`src/rtl/pgx_pkg.sv`:
```
package pgx_pkg;

    typedef enum logic [2:0] {
        FLT_NONE    = 3'd0,
        FLT_BOUND   = 3'd1,
        FLT_INVALID = 3'd2,
        FLT_RDENY   = 3'd3,
        FLT_WRDENY  = 3'd4
    } fault_e;

    typedef enum logic [2:0] {
        ST_IDLE,
        ST_BOUND,
        ST_FETCH,
        ST_WAIT,
        ST_CHECK,
        ST_DONE
    } state_e;

    localparam int FLAG_W = 3;

    typedef struct packed {
        logic wr_ok;
        logic rd_ok;
        logic valid;
    } pte_flags_t;

    function automatic pte_flags_t flags_of(input logic [FLAG_W-1:0] low);
        pte_flags_t f;
        f.valid = low[0];
        f.rd_ok = low[1];
        f.wr_ok = low[2];
        return f;
    endfunction

    function automatic fault_e judge(input pte_flags_t f, input logic is_write);
        if (!f.valid)
            return FLT_INVALID;
        else if (is_write && !f.wr_ok)
            return FLT_WRDENY;
        else if (!is_write && !f.rd_ok)
            return FLT_RDENY;
        else
            return FLT_NONE;
    endfunction

endpackage

```
`src/rtl/pgx_range.sv`:
```
module pgx_range #(
    parameter int VPN_W       = 22,
    parameter int AW          = 32,
    parameter int ENTRY_BYTES = 4
) (
    input  logic [VPN_W-1:0] vpn,
    input  logic [VPN_W:0]   len,
    input  logic [AW-1:0]    base,
    output logic             beyond,
    output logic [AW-1:0]    entry_addr
);
    localparam int SH = $clog2(ENTRY_BYTES);

    always_comb begin
        beyond     = ({1'b0, vpn} >= len);
        entry_addr = base + (AW'(vpn) << SH);
    end
endmodule

```
`src/rtl/pgx_perm.sv`:
```
module pgx_perm
    import pgx_pkg::*;
#(
    parameter int PTE_W = 32,
    parameter int PPN_W = 22,
    parameter int OFF_W = 10,
    parameter int PA_W  = 32
) (
    input  logic [PTE_W-1:0] pte,
    input  logic             is_write,
    input  logic [OFF_W-1:0] offset,
    output fault_e           fault,
    output logic [PA_W-1:0]  paddr
);
    logic [PPN_W-1:0] ppn;
    pte_flags_t       flags;

    always_comb begin
        ppn   = pte[PTE_W-1 -: PPN_W];
        flags = flags_of(pte[FLAG_W-1:0]);
        fault = judge(flags, is_write);
        paddr = (fault == FLT_NONE) ? {ppn, offset} : '0;
    end
endmodule

```
`src/rtl/pgx_ctrl.sv`:
```
module pgx_ctrl
    import pgx_pkg::*;
(
    input  logic   clk,
    input  logic   rst,
    input  logic   req_valid,
    input  logic   beyond,
    input  logic   mem_ready,
    output state_e state
);
    state_e nxt;

    always_comb begin
        nxt = state;
        unique case (state)
            ST_IDLE:  if (req_valid) nxt = ST_BOUND;
            ST_BOUND: nxt = beyond ? ST_DONE : ST_FETCH;
            ST_FETCH: nxt = ST_WAIT;
            ST_WAIT:  if (mem_ready) nxt = ST_CHECK;
            ST_CHECK: nxt = ST_DONE;
            ST_DONE:  nxt = ST_IDLE;
            default:  nxt = ST_IDLE;
        endcase
    end

    always_ff @(posedge clk) begin
        if (rst) state <= ST_IDLE;
        else     state <= nxt;
    end

    // a request seen while idle is taken on the next edge
    a_r8_accept_idle: assert property (@(posedge clk) disable iff (rst)
        (state == ST_IDLE && req_valid) |=> state == ST_BOUND);

    // an out-of-range page goes straight to the result
    a_r3_bound_skips_fetch: assert property (@(posedge clk) disable iff (rst)
        (state == ST_BOUND && beyond) |=> state == ST_DONE);

    // the fetch waits as long as memory is silent
    a_r9_wait_holds: assert property (@(posedge clk) disable iff (rst)
        (state == ST_WAIT && !mem_ready) |=> state == ST_WAIT);
endmodule

```
`src/rtl/pgx_translator.sv`:
```
module pgx_translator
    import pgx_pkg::*;
#(
    parameter int VA_W        = 32,
    parameter int OFF_W       = 10,
    parameter int PA_W        = 32,
    parameter int PTE_W       = 32,
    parameter int MEM_AW      = 32,
    parameter int ENTRY_BYTES = 4,
    localparam int VPN_W      = VA_W - OFF_W,
    localparam int PPN_W      = PA_W - OFF_W
) (
    input  logic              clk,
    input  logic              rst,
    input  logic              req_valid,
    output logic              req_ready,
    input  logic [VA_W-1:0]   req_vaddr,
    input  logic              req_write,
    input  logic [MEM_AW-1:0] pt_base,
    input  logic [VPN_W:0]    pt_len,
    output logic              mem_req,
    output logic [MEM_AW-1:0] mem_addr,
    input  logic              mem_ready,
    input  logic [PTE_W-1:0]  mem_rdata,
    output logic              done,
    output logic [2:0]        done_fault,
    output logic [PA_W-1:0]   done_paddr
);
    state_e            state;
    logic [VA_W-1:0]   va_q;
    logic              wr_q;
    logic [MEM_AW-1:0] base_q;
    logic [VPN_W:0]    len_q;
    logic [PTE_W-1:0]  pte_q;
    logic [MEM_AW-1:0] eaddr_q;
    fault_e            fault_q;
    logic [PA_W-1:0]   paddr_q;

    logic              beyond;
    logic [MEM_AW-1:0] entry_addr;
    fault_e            chk_fault;
    logic [PA_W-1:0]   chk_paddr;

    pgx_ctrl u_ctrl (
        .clk       (clk),
        .rst       (rst),
        .req_valid (req_valid),
        .beyond    (beyond),
        .mem_ready (mem_ready),
        .state     (state)
    );

    pgx_range #(
        .VPN_W       (VPN_W),
        .AW          (MEM_AW),
        .ENTRY_BYTES (ENTRY_BYTES)
    ) u_range (
        .vpn        (va_q[VA_W-1:OFF_W]),
        .len        (len_q),
        .base       (base_q),
        .beyond     (beyond),
        .entry_addr (entry_addr)
    );

    pgx_perm #(
        .PTE_W (PTE_W),
        .PPN_W (PPN_W),
        .OFF_W (OFF_W),
        .PA_W  (PA_W)
    ) u_perm (
        .pte      (pte_q),
        .is_write (wr_q),
        .offset   (va_q[OFF_W-1:0]),
        .fault    (chk_fault),
        .paddr    (chk_paddr)
    );

    always_ff @(posedge clk) begin
        if (rst) begin
            va_q    <= '0;
            wr_q    <= 1'b0;
            base_q  <= '0;
            len_q   <= '0;
            pte_q   <= '0;
            eaddr_q <= '0;
            fault_q <= FLT_NONE;
            paddr_q <= '0;
        end else begin
            unique case (state)
                ST_IDLE: if (req_valid) begin
                    va_q   <= req_vaddr;
                    wr_q   <= req_write;
                    base_q <= pt_base;
                    len_q  <= pt_len;
                end
                ST_BOUND: begin
                    eaddr_q <= entry_addr;
                    if (beyond) begin
                        fault_q <= FLT_BOUND;
                        paddr_q <= '0;
                    end
                end
                ST_WAIT: if (mem_ready) pte_q <= mem_rdata;
                ST_CHECK: begin
                    fault_q <= chk_fault;
                    paddr_q <= chk_paddr;
                end
                default: ;
            endcase
        end
    end

    assign req_ready  = (state == ST_IDLE);
    assign mem_req    = (state == ST_FETCH);
    assign mem_addr   = eaddr_q;
    assign done       = (state == ST_DONE);
    assign done_fault = fault_q;
    assign done_paddr = paddr_q;

    // result strobe lasts one cycle
    a_r7_done_single: assert property (@(posedge clk) disable iff (rst)
        done |=> !done);

    // faulted results carry no address
    a_r7_fault_zero_addr: assert property (@(posedge clk) disable iff (rst)
        (done && done_fault != 3'd0) |-> done_paddr == '0);

    // a good result keeps the requested offset
    a_r2_offset_kept: assert property (@(posedge clk) disable iff (rst)
        (done && done_fault == 3'd0) |-> done_paddr[OFF_W-1:0] == va_q[OFF_W-1:0]);

    // the table read is a single-cycle pulse
    a_r4_req_single: assert property (@(posedge clk) disable iff (rst)
        mem_req |=> !mem_req);

    // no new request is offered while memory is being read
    a_r8_busy_not_ready: assert property (@(posedge clk) disable iff (rst)
        mem_req |-> !req_ready);
endmodule

```
`config.mk`:
```
export PLATFORM = sky130hd
export DESIGN_NAME = pgx_translator
export DESIGN_NICKNAME = d
export VERILOG_FILES = /design/src/rtl/pgx_pkg.sv /design/src/rtl/pgx_range.sv /design/src/rtl/pgx_perm.sv /design/src/rtl/pgx_ctrl.sv /design/src/rtl/pgx_translator.sv
export SDC_FILE = /design/constraint.sdc
export NUM_CORES = 1
export LEC_CHECK = 0
export BUFFER_PORTS_ARGS = -buffer_cell sky130_fd_sc_hd__buf_2
export CORE_MARGIN = 5
export CORE_UTILIZATION = 40
export CTS_BUF_LIST = sky130_fd_sc_hd__clkbuf_8
export DETAILED_ROUTE_END_ITERATION = 10
export GPL_TIMING_DRIVEN = 0
export SETUP_SLACK_MARGIN = 0.5
export SYNTH_ARGS = -nofsm -noshare
export SYNTH_HDL_FRONTEND = slang
export SYNTH_SLANG_ARGS = --single-unit
export TNS_END_PERCENT = 100
```
`constraint.sdc`:
```
create_clock -name clk -period 3.7 [get_ports clk]
set_input_delay 0.555 -clock clk [delete_from_list [all_inputs] [get_ports clk]]
set_output_delay 0.555 -clock clk [all_outputs]
set_load 0.005 [all_outputs]
```
Word-level counts from Yosys, hierarchy flattened
Cells that the tools add are included.
W data, S select, Z words.
{"block": "word_totals", "ff_bits": 190, "in_bits": 124, "output_inout_bits": 70, "elab_cells": 43}
{"block": "classes", "addsub": 1, "magnitude_cmp": 1, "n_eq_ne": 8, "mux": 12, "n_reduce_logical": 12}
{"op": "$mux W32", "n": 2}
{"op": "$pmux W32 S2", "n": 1}
{"op": "$add A32 B24 Y32", "n": 1}
{"op": "$ge A22 B23 Y1", "n": 1}
{"op": "$mux W3", "n": 6}
{"op": "$pmux W3 S5", "n": 1}
{"op": "$reduce_and A2 Y1", "n": 4}
{"op": "$eq A3 B2 Y1 const B", "n": 2}
{"op": "$eq A3 B3 Y1 const B", "n": 2}
{"op": "$logic_not A3 Y1", "n": 2}
{"op": "$pmux W3 S2", "n": 1}
{"op": "$ne A2 B2 Y1 const B", "n": 2}
{"op": "$eq A3 B1 Y1 const B", "n": 1}
{"op": "$logic_not A1 Y1", "n": 3}
{"op": "$logic_and A1 B1 Y1", "n": 2}
{"op": "$mux W2", "n": 1}
{"op": "$ne A2 B1 Y1 const B", "n": 1}
{"op": "$reduce_bool A2 Y1", "n": 1}

Depth between registers and ports, before layout
Gate-level depths: netlist of run 1.
{"block": "logic_depth", "depth_word": 8, "depth_mapped": 10}

Cells and area by module
From an unflattened synthesis of run 1, not the netlist that was laid out.
{"block": "hier_totals", "hier_cells": 1062, "area_unflattened_um2": 8635.8}
{"mod": "pgx_translator", "n_inst": 1, "cells_each": 752, "area_each_um2": 6399.9, "seq_area_each_um2": 3743.6}
{"mod": "pgx_range", "n_inst": 1, "cells_each": 251, "area_each_um2": 1810.5, "seq_area_each_um2": 0.0}
{"mod": "pgx_perm", "n_inst": 1, "cells_each": 43, "area_each_um2": 282.8, "seq_area_each_um2": 0.0}
{"mod": "pgx_ctrl", "n_inst": 1, "cells_each": 16, "area_each_um2": 142.6, "seq_area_each_um2": 60.1}

Worst setup path before layout of run 1
OpenSTA, ideal clock, no wires.
{"block": "synth_timing", "path_kind": "register to register", "from": "register va_q[10]", "to": "register eaddr_q[30], in the netlist mem_addr[30]", "arrival_time_ns": 2.533, "slack_ns": 1.076, "stages_incl_launch_ff": 11, "path_buffers": 0, "synth_period_minus_slack_ns": 2.624, "cell_sequence": "dfxtp_1 > ha_1 > inv_1 > fa_1 > and2b_1 > o211ai_1 > a211oi_2 > nor3_1 > o41a_1 > or3_1 > a311oi_1"}
{"block": "synth_via", "elab_chain_len": 1}
{"item": "from (decl)", "line": "pgx_translator.sv:30", "source": "logic [VA_W-1:0] va_q;"}
{"item": "from (signal assigned)", "line": "pgx_translator.sv:91", "source": "va_q <= req_vaddr;"}
{"item": "$add A32 B24 Y32", "line": "pgx_range.sv:16", "source": "entry_addr = base + (AW'(vpn) << SH);"}
{"item": "to (signal assigned)", "line": "pgx_translator.sv:97", "source": "eaddr_q <= entry_addr;"}
{"item": "to (decl)", "line": "pgx_translator.sv:35", "source": "logic [MEM_AW-1:0] eaddr_q;"}
Every way passes these cells.
A chain may end at the register's enable or synchronous reset.

Final worst setup path of run 1
Ends and elaborated chain as after synthesis.

==> results_dict.tcl, run 1 <==
set metrics [dict create \
    run_status "completed" \
    comb_power_share 0.328 \
    design.final.nets 1392 \
    placement_rows 52 \
    critical_path_required_ns 4.07 \
    synth_enable_flop_cells 0 \
    synth.top_cells.by_area "sky130_fd_sc_hd__dfxtp_1 45%, sky130_fd_sc_hd__nand2_1 14%, sky130_fd_sc_hd__a21oi_1 10%" \
    post-synth-top-count-cell "sky130_fd_sc_hd__nand2_1" \
    clock_sink_count 183 \
    detail-route-antenna-nets 0 \
    grt_pass1_wl_um 36400 \
    vdd.ir_drop.worst_v 0.000252 \
    power.total_w 0.00586 \
    maxSlewHeadroom 0.570 \
    crit_path_end_kind "flip-flop" \
    tightest_slew_ns 0.645 \
    switchingPower_w 0.00221 \
    detailedPlace.worstSlack_ns 0.667 \
    fin_ws_ns 0.642 \
    leak_pwr_nw 4.13 \
    overflow 0 \
    share_seq_of_total_power 0.425 \
    drt_pre_antenna_iters 5 \
    placed_cell_area_um2 9380 \
    critical_path.startpoint_type "flip-flop" \
    yosys.area.top_type "sky130_fd_sc_hd__dfxtp_1" \
    internal-power_w 0.00365 \
    timing.hold.ws_ns 0.314 \
    flow.area_growth_from_synthesis_pct 21.0 \
    critPathMaxFanout 3 \
    buffer_ports.inserted 185 \
    synth_common_cells "299 x sky130_fd_sc_hd__nand2_1, 183 x sky130_fd_sc_hd__dfxtp_1, 162 x sky130_fd_sc_hd__a21oi_1" \
    yosys_warnings 0 \
    clock_transition_at_the_registers_of_the_reported_paths_ns 0.10 \
    criticalPathCategory "flip-flop to flip-flop" \
    ys_async_sr_fraction 0 \
    clk_latency_ns 0.46 \
    route.detailed.drc 0 \
    floorplan.die_area_um2 23200 \
    worst_endpoint_data_arrival_time_ns 3.43 \
    synth.ff_latch_count 183 \
    dr_total_vias 7549 \
    postSynthCellCount 1017 \
    grt_max_degree 18 \
    synth_cell_types 53 \
    fin_worst_skew_ns 0.0123 \
    final_design_area_no_fill_um2 9820 \
    cts-hold-fix-buffers 0 \
    gp_congestion 0.906 \
    hold_violations 0 \
    number_of_global_route_vias_before_repair 7054 \
    multi_input_area_um2 4100 \
    tritoncts.num_buffers 17 \
    drt-total-wl_um 23200 \
    clock_tree.root_cell "sky130_fd_sc_hd__clkbuf_8" \
    synthDominantCellAreaShare 0.452 \
    routed_via_density 5.01 \
    seqCellArea_um2 3660 \
    ios 194 \
    final-max-slew-violation-count 0 \
    fillcell_total 2054 \
    syn_area_per_cell_um2 7.98 \
    layout_min_cycle_time_ns 3.06 \
    finalSetupTns_ns 0 \
    detail_route.wl_per_cell_um 15.4 \
    setup_viol 0 \
    floorplan.die.width_um 152 \
    finalCritPeriodShare 0.826 \
    worstHoldPathType "input pin to flip-flop" \
    cts-htree-levels 4 \
    synth_fp_nets 1186 \
    drtIter0Drc 411 \
    start_util 0.404 \
    dominantRegCellSynth "sky130_fd_sc_hd__dfxtp_1" \
    global_route.usage.total 0.193 \
    cts_tree "done" \
    antenna_cells 0 \
    rsz0062_at_grt "false" \
    syn-cell-area_um2 8110 \
    die_h_um 152 \
    power.switching_fraction 0.377 \
    antenna_violations_before_repair 1 \
    powerDensity_nw_per_um2 597 \
    cts.path.max_buffers 2 \
    synth_seq_area_share 0.452 \
    final_layout_size_suffix_gt1_frac 0.185 \
    detailedPlacementHpwl_um 18000 \
    core-area_um2 20100 \
    max-cap-violations 0 \
    clock_power_share 0.247 \
    worst-r2r-setup-slack_ns 0.64 \
    achievable-frequency_mhz 327 \
]
registers in the layout, summed over array words and instances, names as in the netlist:
| name | count |
|---|---|
| base_q | 32 |
| mem_addr | 32 |
| u_ctrl.state | 3 |
| va_q | 32 |
| pte_q | 25 |
| wr_q | 1 |
| done_paddr | 32 |
| done_fault | 3 |
| len_q | 23 |
critical path, cell delays in order, from the launching register on:
cell,delay (ns)
sky130_fd_sc_hd__dfxtp_2,0.37
sky130_fd_sc_hd__ha_1,0.17
sky130_fd_sc_hd__inv_1,0.05
sky130_fd_sc_hd__fa_1,0.40
sky130_fd_sc_hd__and2b_1,0.23
sky130_fd_sc_hd__o211ai_1,0.17
sky130_fd_sc_hd__a211oi_2,0.39
sky130_fd_sc_hd__nor3_1,0.16
sky130_fd_sc_hd__o41a_1,0.47
sky130_fd_sc_hd__or3_1,0.32
sky130_fd_sc_hd__a311oi_1,0.24
power groups by stage:
stage          Clock, W  Sequential [W]  Combinational (W)
2_1_floorplan         0         0.00248            0.00131
3_3_place_gp          0         0.00253            0.00191
3_5_place_dp          0         0.00254            0.00192
4_1_cts         0.00149         0.00249            0.00194
5_1_grt         0.00157         0.00253            0.00217
6_report        0.00145         0.00249            0.00192
repair_timing:
action / 4_1_cts / 5_1_grt
endpoints found under the setup margin: 0 / 1
gates resized for setup: 0 / 1
buffers inserted: 0 / 2
cell families (layout without fill, tap and decap cells):
kind of cell	Yosys count	in the layout	share of synthesized area
XOR/XNOR	23	23	0.0248
multiplexers	2	2	0.00247
adder cells (fa/ha/maj)	45	45	0.0703
flip-flops	183	183	0.452
AO/OA/AOI/OAI	281	281	0.207
AND/OR/NAND/NOR	390	390	0.201
buffers and inverters	93	312	0.0436
metal layers:
layer	global-route usage	routed length, um	share of wire
met1	0.260	10900	0.47
met2	0.309	10600	0.46
met3	0.0503	1250	0.054
met4	0.0535	393	0.017
met5	0	11	0.00047
worst paths after layout:
check	cells past startpoint	start	to
setup / recovery	10	va_q[10]	mem_addr[30]
hold / removal	3	req_vaddr[10]	va_q[10]
setup reg to reg	10	va_q[10]	mem_addr[30]
hold reg to reg	2	mem_addr[24]	mem_addr[24]
final cells by class:
type                            count  area share
Inverter                           31      0.0119
Timing Repair Buffer              187      0.0958
Clock inverter                     15      0.0194
Multi-Input combinational cell    741       0.417
Buffer                             62      0.0242
Tap cell                          270      0.0344
Sequential cell                   183       0.373
Clock buffer                       17      0.0238
layout by cell type (no fill, tap or decap), types with 3 or more instances in the layout:
cell type / count
sky130_fd_sc_hd__nand2_1: 299
sky130_fd_sc_hd__nand4b_1: 3
sky130_fd_sc_hd__clkinv_4: 3
sky130_fd_sc_hd__inv_1: 33
sky130_fd_sc_hd__nand2b_1: 5
sky130_fd_sc_hd__o21ai_0: 37
sky130_fd_sc_hd__nor2b_1: 3
sky130_fd_sc_hd__nor3_1: 9
sky130_fd_sc_hd__dfxtp_1: 182
sky130_fd_sc_hd__nand3_1: 12
sky130_fd_sc_hd__nor2_1: 29
sky130_fd_sc_hd__o21bai_1: 5
sky130_fd_sc_hd__inv_6: 5
sky130_fd_sc_hd__a21o_1: 8
sky130_fd_sc_hd__ha_1: 44
sky130_fd_sc_hd__a31oi_1: 6
sky130_fd_sc_hd__a21oi_1: 162
sky130_fd_sc_hd__a22o_1: 33
sky130_fd_sc_hd__nand4_1: 10
sky130_fd_sc_hd__clkbuf_1: 56
sky130_fd_sc_hd__and2_1: 4
sky130_fd_sc_hd__clkbuf_8: 17
sky130_fd_sc_hd__buf_2: 189
sky130_fd_sc_hd__xnor2_1: 14
sky130_fd_sc_hd__a211oi_1: 6
sky130_fd_sc_hd__o211ai_1: 5
sky130_fd_sc_hd__xor2_1: 9
sky130_fd_sc_hd__nand3b_1: 3
sky130_fd_sc_hd__bufinv_16: 3
per-stage QoR:
stage,instances,utilization
after floorplan,1017,-
after global placement,1472,0.466
after detailed placement,1472,0.466
after CTS,1504,0.487
after global routing,1506,0.488
final,1506,0.488
No activity file was read; power rests on OpenSTA's default activity.
==> run 2: changes to the inputs <==
- clock period: 3.7 -> 2.6 ns (I/O delays scaled with it)
==> results_dict.tcl, run 2 (synthesized netlist as in run 1, its figures left out) <==
set metrics [dict create \
    run_status "finished, violations left" \
    failed_checks "setup timing" \
    detailedPlacementHpwl_um 18200 \
    placement_rows 52 \
    clock_transition_at_the_registers_of_the_reported_paths_ns 0.10 \
    dr_total_vias 7824 \
    finalCritPeriodShare 1.04 \
    vdd.ir_drop.worst_v 0.000329 \
    max-cap-violations 0 \
    met3_wire_length_um 1230 \
    switchingPower_w 0.00357 \
    detail_route.wl_per_cell_um 16.1 \
    ios 194 \
    cts_tree "done" \
    crit_chain "ha_4 > inv_2 > fa_2 > and2b_1 > o211ai_1 > a211oi_2 > nor3_2 > o41a_1 > or3_1 > a311oi_1" \
    dp.cells 1472 \
    cts.path.max_buffers 2 \
    crit_path_end_kind "flip-flop" \
    leak_pwr_nw 4.42 \
    maxSlewHeadroom 0.554 \
    highest_layer "met4" \
    powerDensity_nw_per_um2 863 \
    multi_input_area_um2 4700 \
    worst_path_dominant_cell_family "compound AO/OA/AOI/OAI gates" \
    worstHoldPathType "input pin to flip-flop" \
    grt_pass1_wl_um 38900 \
    final-max-slew-violation-count 0 \
    final_cell_mix "295 x sky130_fd_sc_hd__nand2_1, 185 x sky130_fd_sc_hd__buf_2, 166 x sky130_fd_sc_hd__dfxtp_1" \
    layout_min_cycle_time_ns 2.71 \
    buffer_ports.inserted 185 \
    die_h_um 152 \
    drtIter0Drc 352 \
    critPathMaxFanout 3 \
    comb_power_share 0.398 \
    layout.cells.non_filler 1535 \
    route.detailed.drc 0 \
    clock_sink_count 183 \
    flow.area_growth_from_synthesis_pct 33.2 \
    stage_delay_of_the_slowest_cell_on_the_critical_path_ns 0.38 \
    met2WireLength_um 11800 \
    final_common_cell "sky130_fd_sc_hd__nand2_1" \
    worst_path_max_delay_cell "sky130_fd_sc_hd__dfxtp_4" \
    power.switching_fraction 0.383 \
    number_of_global_route_vias_before_repair 7709 \
    floorplan.die_area_um2 23200 \
    antenna_violations_before_repair 0 \
    fin_worst_skew_ns 0.0122 \
    critical_path.startpoint_type "flip-flop" \
    overflow 0 \
    clk_latency_ns 0.47 \
    start_util 0.404 \
    gp_congestion 0.907 \
    core-area_um2 20100 \
    cts-htree-levels 4 \
    tritoncts.num_buffers 17 \
    detail-route-antenna-nets 0 \
    grt_max_degree 18 \
    clock_power_share 0.215 \
    routed_via_density 5.10 \
    power.total_w 0.00932 \
    fillcell_total 1954 \
    achievable-frequency_mhz 369 \
    worst_endpoint_data_arrival_time_ns 3.09 \
    finalSetupTns_ns -0.128 \
    critical_path_required_ns 2.98 \
    detailedPlace.worstSlack_ns -0.227 \
    global_route.usage.total 0.206 \
    share_seq_of_total_power 0.387 \
    rsz0062_at_grt "true" \
    design.final.nets 1421 \
    criticalPathCategory "flip-flop to flip-flop" \
    final_layout_size_suffix_gt1_frac 0.295 \
    antenna_cells 0 \
    fin_ws_ns -0.112 \
    seqCellArea_um2 3690 \
    drt-total-wl_um 24700 \
    timing.critical_path.buf_inv 1 \
    tightest_slew_ns 0.670 \
    final_design_area_no_fill_um2 10800 \
    hold_violations 0 \
    internal-power_w 0.00576 \
    setup_viol 2 \
    floorplan.die.width_um 152 \
    length_of_routed_wiring_on_met1_um 11000 \
    clock_tree.root_cell "sky130_fd_sc_hd__clkbuf_8" \
    drt_pre_antenna_iters 5 \
    placed_cell_area_um2 9410 \
]
[run 2: cell count changes in the layout (fill, tap and decap cells not counted), moves of 6 or more]
| cell | before | now |
|---|---|---|
| sky130_fd_sc_hd__buf_4 | 2 | 22 |
| sky130_fd_sc_hd__ha_1 | 44 | 26 |
| sky130_fd_sc_hd__clkbuf_1 | 56 | 39 |
| sky130_fd_sc_hd__o21ai_0 | 37 | 20 |
| sky130_fd_sc_hd__dfxtp_1 | 182 | 166 |
| sky130_fd_sc_hd__a21oi_1 | 162 | 147 |
| sky130_fd_sc_hd__clkbuf_2 | 0 | 15 |
| sky130_fd_sc_hd__ha_4 | 0 | 15 |
| sky130_fd_sc_hd__dfxtp_2 | 1 | 14 |
| sky130_fd_sc_hd__o21ai_1 | 0 | 11 |
| sky130_fd_sc_hd__a21oi_2 | 0 | 10 |
| sky130_fd_sc_hd__buf_6 | 0 | 6 |
[run 2: worst paths after layout]
path	cells past startpoint	from	to	slack, ns
worst min-delay path	3	req_vaddr[10]	va_q[10]	0.13
worst max register to register	10	va_q[10]	mem_addr[30]	-0.11
worst min register to register	2	mem_addr[20]	mem_addr[20]	0.44
worst max-delay path	10	va_q[10]	mem_addr[30]	-0.11
[run 2: area by class of cell]
type / count / share of cell area
sequential: 183 / 0.342
tap: 270 / 0.0313
buffer: 62 / 0.0281
multi-input combinational: 741 / 0.435
inverter: 31 / 0.0108
clock inverter: 14 / 0.0149
clock buffer: 18 / 0.0229
timing repair buffer: 216 / 0.115
[run 2: layer usage]
| layer | track usage | vias to the layer above |
|---|---|---|
| met5 | 0 | - |
| met4 | 0.0798 | 0 |
| met3 | 0.0460 | 37 |
| met2 | 0.334 | 203 |
| met1 | 0.270 | 3650 |
| li1 | - | 3934 |
[run 2: stage by stage]
| stage | hold WS (ns) | utilization |
|---|---|---|
| 6_report | 0.134 | 0.537 |
| 5_1_grt | 0.0997 | 0.537 |
| 4_1_cts | 0.0996 | 0.514 |
| 3_5_place_dp | 0.440 | 0.468 |
| 3_3_place_gp | 0.431 | 0.468 |
| 2_1_floorplan | 0.432 | - |
[run 2: power by group through the flow]
| stage | Combinational (W) | Clock (W) | Sequential [W] |
|---|---|---|---|
| 6_report | 0.00371 | 0.00201 | 0.00361 |
| 5_1_grt | 0.00411 | 0.00219 | 0.00366 |
| 4_1_cts | 0.00332 | 0.00206 | 0.00357 |
| 3_5_place_dp | 0.00277 | 0 | 0.00362 |
| 3_3_place_gp | 0.00274 | 0 | 0.00361 |
| 2_1_floorplan | 0.00187 | 0 | 0.00354 |
[run 2: worst min-delay path, stage by stage]
cell	delay, ns
sky130_fd_sc_hd__buf_2	0.10
sky130_fd_sc_hd__nand2_1	0.04
sky130_fd_sc_hd__a21oi_1	0.05
[run 2: what timing repair did]
| action | in CTS | in global routing |
|---|---|---|
| gates cloned | 2 | 0 |
| hold buffers | 0 | 0 |
| gates resized for setup | 94 | 95 |
| setup endpoints to repair | 147 | 137 |
| setup buffers | 15 | 14 |
| pin swaps | 29 | 26 |
